[config.mk]
export PLATFORM = sky130hd
export DESIGN_NAME = dma_chan_ctrl
export DESIGN_NICKNAME = d
export VERILOG_FILES = /design/src/rtl/dmach_pkg.sv /design/src/rtl/dmach_count.sv /design/src/rtl/dmach_ctrl.sv /design/src/rtl/dma_chan_ctrl.sv
export SDC_FILE = /design/constraint.sdc
export NUM_CORES = 1
export LEC_CHECK = 0
export BUFFER_PORTS_ARGS = -buffer_cell sky130_fd_sc_hd__clkbuf_2
export CAP_MARGIN = 20
export CORE_ASPECT_RATIO = 2
export CORE_UTILIZATION = 40
export DETAILED_ROUTE_END_ITERATION = 10
export PLACE_DENSITY_LB_ADDON = 0.05
export SETUP_SLACK_MARGIN = 0.2
export SYNTH_ARGS = -nofsm -noshare
export SYNTH_HDL_FRONTEND = slang
export SYNTH_SLANG_ARGS = --single-unit
[constraint.sdc]
create_clock -name clk -period 4.75 [get_ports clk]
set_input_delay 0.95 -clock clk [delete_from_list [all_inputs] [get_ports clk]]
set_output_delay 0.95 -clock clk [all_outputs]
set_load 0.1 [all_outputs]
[src/rtl/dmach_pkg.sv]
`timescale 1ns/1ps
package dmach_pkg;
  // control word bit positions (software decodes these)
  localparam int CTL_EN  = 0;
  localparam int CTL_END = 1;
  localparam int CTL_IE  = 2;
  localparam int CTL_EXT = 3;

  localparam logic [1:0] ADR_CTL = 2'd0;
  localparam logic [1:0] ADR_CNT = 2'd1;

  // strobes from control to the counter datapath
  typedef struct packed {
    logic load;
    logic dec;
  } cntStb_t;
endpackage

[src/rtl/dmach_count.sv]
`timescale 1ns/1ps
module dmach_count
  import dmach_pkg::*;
#(
  parameter int CNT_W = 24
) (
  input  logic             clk,
  input  logic             rstN,
  input  cntStb_t          stb,
  input  logic [CNT_W-1:0] loadVal,
  output logic [CNT_W-1:0] cnt,
  output logic             lastOne
);
  localparam logic [CNT_W-1:0] ONE = CNT_W'(1);

  // a loaded 0 wraps to all-ones on the first grant, giving 2^CNT_W transfers
  always_ff @(posedge clk or negedge rstN) begin
    if (!rstN)         cnt <= '0;
    else if (stb.load) cnt <= loadVal;
    else if (stb.dec)  cnt <= cnt - ONE;
  end

  assign lastOne = (cnt == ONE);


  dec_step_chk: assert property (@(posedge clk) disable iff (!rstN)
    (stb.dec && !stb.load) |=> (cnt == $past(cnt) - ONE));
endmodule

[src/rtl/dmach_ctrl.sv]
`timescale 1ns/1ps
module dmach_ctrl
  import dmach_pkg::*;
#(
  parameter int DATA_W = 32,
  parameter int CNT_W  = 24
) (
  input  logic              clk,
  input  logic              rstN,
  input  logic              regWrEn,
  input  logic              regRdEn,
  input  logic [1:0]        regAddr,
  input  logic [DATA_W-1:0] regWrData,
  output logic [DATA_W-1:0] regRdData,
  input  logic              masterEn,
  input  logic              nmiFlag,
  input  logic              addrErr,
  input  logic              xferReq,
  input  logic [CNT_W-1:0]  cnt,
  input  logic              lastOne,
  output cntStb_t           stb,
  output logic [CNT_W-1:0]  loadVal,
  output logic              grant,
  output logic              irq,
  output logic              chanOn,
  output logic              endFlag
);
  logic intEn, extMode, rdSeen;
  logic ctlWr, cntWr, ctlRd, gateOk, finish, clrEnd;
  logic unusedHigh;

  assign ctlWr = regWrEn && (regAddr == ADR_CTL);
  assign cntWr = regWrEn && (regAddr == ADR_CNT);
  assign ctlRd = regRdEn && (regAddr == ADR_CTL);

  assign loadVal    = regWrData[CNT_W-1:0];
  assign unusedHigh = ^regWrData[DATA_W-1:CNT_W];

  // channel may move data only if every gate is open
  assign gateOk = chanOn && !endFlag && masterEn && !nmiFlag && !addrErr;
  assign grant  = gateOk && (extMode ? xferReq : 1'b1);
  assign finish = grant && lastOne;
  assign clrEnd = ctlWr && !regWrData[CTL_END] && rdSeen;

  assign stb.dec  = grant;
  assign stb.load = cntWr;
  assign irq      = endFlag && intEn;

  always_ff @(posedge clk or negedge rstN) begin
    if (!rstN) begin
      chanOn  <= 1'b0;
      intEn   <= 1'b0;
      extMode <= 1'b0;
    end else begin
      if (addrErr)    chanOn <= 1'b0;
      else if (ctlWr) chanOn <= regWrData[CTL_EN];
      if (ctlWr) begin
        intEn   <= regWrData[CTL_IE];
        extMode <= regWrData[CTL_EXT];
      end
    end
  end

  // end flag: set on count exhaustion, cleared only by read-1 then write-0
  always_ff @(posedge clk or negedge rstN) begin
    if (!rstN) begin
      endFlag <= 1'b0;
      rdSeen  <= 1'b0;
    end else if (finish) begin
      endFlag <= 1'b1;
    end else if (clrEnd) begin
      endFlag <= 1'b0;
      rdSeen  <= 1'b0;
    end else if (ctlRd && endFlag) begin
      rdSeen  <= 1'b1;
    end
  end

  always_comb begin
    regRdData = '0;
    case (regAddr)
      ADR_CTL: begin
        regRdData[CTL_EN]  = chanOn;
        regRdData[CTL_END] = endFlag;
        regRdData[CTL_IE]  = intEn;
        regRdData[CTL_EXT] = extMode;
      end
      ADR_CNT: regRdData[CNT_W-1:0] = cnt;
      default: regRdData = '0;
    endcase
  end


  grant_gate_chk: assert property (@(posedge clk) disable iff (!rstN)
    grant |-> (masterEn && !nmiFlag && chanOn));

  ended_quiet_chk: assert property (@(posedge clk) disable iff (!rstN)
    endFlag |-> !grant);

  end_rise_chk: assert property (@(posedge clk) disable iff (!rstN)
    $rose(endFlag) |-> $past(grant && lastOne));

  end_fall_chk: assert property (@(posedge clk) disable iff (!rstN)
    $fell(endFlag) |-> $past(ctlWr && !regWrData[CTL_END] && rdSeen));

  abort_off_chk: assert property (@(posedge clk) disable iff (!rstN)
    addrErr |=> !chanOn);
endmodule

[src/rtl/dma_chan_ctrl.sv]
`timescale 1ns/1ps
module dma_chan_ctrl
  import dmach_pkg::*;
#(
  parameter int DATA_W = 32,
  parameter int CNT_W  = 24
) (
  input  logic              clk,
  input  logic              rstN,
  input  logic              regWrEn,
  input  logic              regRdEn,
  input  logic [1:0]        regAddr,
  input  logic [DATA_W-1:0] regWrData,
  output logic [DATA_W-1:0] regRdData,
  input  logic              masterEn,
  input  logic              nmiFlag,
  input  logic              addrErr,
  input  logic              xferReq,
  output logic              grant,
  output logic              irq,
  output logic              chanOn,
  output logic              endFlag
);
  cntStb_t          stb;
  logic [CNT_W-1:0] cnt, loadVal;
  logic             lastOne;

  dmach_ctrl #(.DATA_W(DATA_W), .CNT_W(CNT_W)) u_ctrl (
    .clk(clk), .rstN(rstN), .regWrEn(regWrEn), .regRdEn(regRdEn),
    .regAddr(regAddr), .regWrData(regWrData), .regRdData(regRdData),
    .masterEn(masterEn), .nmiFlag(nmiFlag), .addrErr(addrErr),
    .xferReq(xferReq), .cnt(cnt), .lastOne(lastOne), .stb(stb),
    .loadVal(loadVal), .grant(grant), .irq(irq), .chanOn(chanOn),
    .endFlag(endFlag)
  );

  dmach_count #(.CNT_W(CNT_W)) u_cnt (
    .clk(clk), .rstN(rstN), .stb(stb), .loadVal(loadVal),
    .cnt(cnt), .lastOne(lastOne)
  );
endmodule

==> out/qor.txt <==
========================================================================================
Fin worst setup slack                                                            1.40 ns
Most used flip-flop cell after synthesis                                    sky130_fd_sc_hd__dfrtp_1
Fraction of post-synthesis cell area in the top cell type by area                  0.382
Core Area                                                                       4600 µm²
Launch point of the worst reg-to-reg path                                   u_cnt.cnt[13]$_DFFE_PN0P_
Antenna cell count                                                                     0
Final Util                                                                         0.501
Launch instance of the worst min-delay path                                 u_ctrl.rdSeen$_DFFE_PN0P_
CTS root buf                                                                sky130_fd_sc_hd__clkbuf_8
Maximum number of pins on one net before global-route repair                          30
Switching part of the total                                                        0.418
Buffers from clock root to sink, at most                                               2
#FFs+latches synth                                                                    29
Total congestion overflow                                                              0
Count of endpoints failing setup in the final report                                   0
Row cnt                                                                               35
Clock Pin Slew Worst Setup and Hold Paths                                        0.06 ns
Setup TNS Final                                                                     0 ns
Critical Path End Type                                                        output pin
Number of violations of the max-capacitance limit                                      0
Transition at the pin with the smallest max-transition slack                    0.765 ns
Die outline width                                                                50.8 µm
Average size of a mapped cell                                                   8.61 µm²
Top-Level Pins                                                                        78
Net switching power of the design                                             0.000341 W
Pre-Repair DR Iteration Count                                                          4
Share of synthesized registers carrying an async set or reset                       1.00
Count of routing violations after the opening detailed-route iteration                20
Relative slew slack                                                                0.490
R2R setup slack                                                                  2.18 ns
Total wire length                                                                4480 µm
Initial standard-cell utilization of the core                                      0.414
Hold violation total from the final report                                             0
Clock buffer count from CTS                                                            5
Antenna violations before repair                                                       0
Fin Clk Skew                                                                  0.00374 ns
DP Worst Slack                                                                   1.39 ns
Unrepaired setup endpoints after global routing                                    false
ANT nets after route                                                                   0
CP required                                                                      3.80 ns
Min Clock Period, post-route                                                     3.35 ns
Area growth from synthesis to final layout                                         21.1%
Reg power frac                                                                     0.406
Die ar.                                                                         5050 µm²
Arrival time reported for the critical path endpoint                             2.40 ns
Leakage power figure                                                             1.03 nW
Power Density                                                                 354 nW/µm²
Number of gates given a new drive strength after cts                                   0
FMAX                                                                             299 MHz
Wire length of the first global-routing pass                                     7610 µm
Die Span Y                                                                       99.5 µm
Total half-perimeter wirelength after legalization and detailed placement        3410 µm
Maximum vdd ir drop                                                           0.000213 V
Synth unique cells                                                                    41
Hold crit path type                                                              reg2reg
GPL Wtd Cong                                                                       0.752
Vias                                                                                1687
Final routed wire length divided by cell count                                   13.5 µm
Count of mapped cells out of synthesis                                               221
Via/cell ratio                                                                      5.07
Number of buffers inserted by port buffering                                          61
Final count of pins violating max slew                                                 0
Netlist area before placement                                                   1900 µm²
Class of the most critical setup path                                             in2out
Clk network pwr share                                                              0.246
Sequential element share of the synthesized area                                   0.382
Count of yosys warnings during synthesis                                               0
Cell taking the most area after synthesis                                   sky130_fd_sc_hd__dfrtp_1
All-Layer GR Usage                                                                 0.200
CTS tree                                                                           built
Top cells by area in the synthesized netlist                                sky130_fd_sc_hd__dfrtp_1, sky130_fd_sc_hd__xnor2_1, sky130_fd_sc_hd__and2_1, sky130_fd_sc_hd__nand2_1, sky130_fd_sc_hd__o21ai_0
Reg2Reg Depth                                                                          5
Share of power burned in combinational logic                                       0.348
Worst skew pair latency                                                          0.27 ns
Post-layout nets                                                                     322
CP Max Fanout                                                                         18
Share of final-layout standard cells stronger than drive strength 1                0.291
Post-synth EDFFs                                                                       0
Number of global-route vias before repair                                           1636
Worst reg2reg path endpoint                                                 u_cnt.cnt[23]$_DFFE_PN0P_
Pint                                                                          0.000475 W
Number of fill cells in the layout                                                   505
Outcome                                                                     finished, final reports clean
Final period utilization                                                           0.704
Clock Sinks                                                                           29
Setup crit start kind                                                         input port
Cell depth of the worst hold path                                                      1
Terminating pin of the worst hold path                                      u_ctrl.rdSeen$_DFFE_PN0P_
Number of remaining DRC errors                                                         0
Post-CTS Hold Buffers                                                                  0
Count of H-tree levels built during CTS                                                2
Buffers inserted by post-CTS timing repair                                             0
========================================================================================
-- sequential cells by signal, summed over array words and instances, names as in the netlist --
| name | flops |
|---|---|
| u_ctrl.endFlag | 1 |
| u_ctrl.extMode | 1 |
| u_ctrl.rdSeen | 1 |
| u_ctrl.intEn | 1 |
| u_ctrl.chanOn | 1 |
| u_cnt.cnt | 24 |
-- routing by layer --
| metal | up-vias | routed length, µm | global-route usage |
|---|---|---|---|
| li1 | 858 | - | - |
| met1 | 778 | 1850 | 0.228 |
| met2 | 45 | 2410 | 0.357 |
| met3 | 6 | 155 | 0.0306 |
| met4 | 0 | 68 | 0.0833 |
| met5 | - | 0 | 0 |
-- worst max-delay path, stage by stage --
cell and delay (ns):
sky130_fd_sc_hd__clkbuf_2 0.07, sky130_fd_sc_hd__nand4bb_1 0.16, sky130_fd_sc_hd__or3_1 0.31, sky130_fd_sc_hd__buf_4 0.20, sky130_fd_sc_hd__inv_1 0.20, sky130_fd_sc_hd__clkbuf_2 0.50
-- cell usage after synthesis (2+ instances only) --
master and n:
sky130_fd_sc_hd__ha_1 2, sky130_fd_sc_hd__o21ai_0 15, sky130_fd_sc_hd__nor4_1 7, sky130_fd_sc_hd__o211ai_1 3
sky130_fd_sc_hd__nor4b_1 3, sky130_fd_sc_hd__nand2_1 25, sky130_fd_sc_hd__nor3_1 9, sky130_fd_sc_hd__and2_1 21
sky130_fd_sc_hd__dfrtp_1 29, sky130_fd_sc_hd__nand4_1 2, sky130_fd_sc_hd__inv_1 3, sky130_fd_sc_hd__buf_4 8
sky130_fd_sc_hd__nand3_1 4, sky130_fd_sc_hd__or3_1 2, sky130_fd_sc_hd__clkbuf_1 12, sky130_fd_sc_hd__mux2_2 2
sky130_fd_sc_hd__nor2b_1 2, sky130_fd_sc_hd__nor2_1 17, sky130_fd_sc_hd__xor2_1 3, sky130_fd_sc_hd__mux2i_1 5
sky130_fd_sc_hd__or4_1 5, sky130_fd_sc_hd__or4_4 2, sky130_fd_sc_hd__nand3b_1 2, sky130_fd_sc_hd__a21oi_1 6
sky130_fd_sc_hd__xnor2_1 16
-- placed cells by master (no fill, tap or decap), drive strengths merged, types with 5 or more instances in the layout --
cell type and instances:
mux2i 5, nand2 25, conb 8, xnor2 16
or4 8, o21ai 15, a21oi 6, dfrtp 29
nor4 7, nor2 17, nor3 9, and2 22
clkbuf 68
-- cell type report --
cell class	count	area [µm²]	area share
clock buffer	7	86.3	0.0375
tap	55	68.8	0.0299
inverter	3	11.3	0.00489
timing repair buffer	64	328	0.142
sequential	29	726	0.315
multi-input combinational	175	1080	0.470
-- worst max-delay path by stage --
stage               start            to  slack, ns  cells past startpoint
2_1_floorplan  regAddr[0]  regRdData[1]       1.18                      3
3_3_place_gp      nmiFlag         grant       1.39                      6
3_5_place_dp      nmiFlag         grant       1.39                      6
4_1_cts           nmiFlag         grant       1.39                      6
5_1_grt           nmiFlag         grant       1.30                      6
6_report          nmiFlag         grant       1.40                      6
-- metrics by stage --
| stage | hold WS (ns) | instances | power, W | instance area, µm² |
|---|---|---|---|---|
| 2_1_floorplan | 0.460 | 228 | 0.000563 | 1930 |
| 3_3_place_gp | 0.473 | 326 | 0.000618 | 2220 |
| 3_5_place_dp | 0.486 | 326 | 0.000622 | 2220 |
| 4_1_cts | 0.500 | 333 | 0.000828 | 2300 |
| 5_1_grt | 0.524 | 333 | 0.000864 | 2300 |
| 6_report | 0.496 | 333 | 0.000816 | 2300 |
-- power by group through the flow --
stage          Clock [W]  Combinational (W)  Sequential, W
4_1_cts         0.000210           0.000287       0.000332
6_report        0.000200           0.000284       0.000331
2_1_floorplan          0           0.000241       0.000322
3_3_place_gp           0           0.000284       0.000334
5_1_grt         0.000220           0.000305       0.000339
3_5_place_dp           0           0.000286       0.000336
-- kinds of logic (layout without fill, tap and decap cells) --
group                    count (synthesis)  after routing  synth area share
buffers and inverters                   24             74            0.0632
AO/OA/AOI/OAI                           28             28            0.0829
adder cells (fa/ha/maj)                  2              2            0.0132
flip-flops                              29             29             0.382
other                                    1              8           0.00197
XOR/XNOR                                19             19            0.0875
multiplexers                             7              7            0.0382
AND/OR/NAND/NOR                        111            111             0.332
No activity file was read; power rests on OpenSTA's default activity.
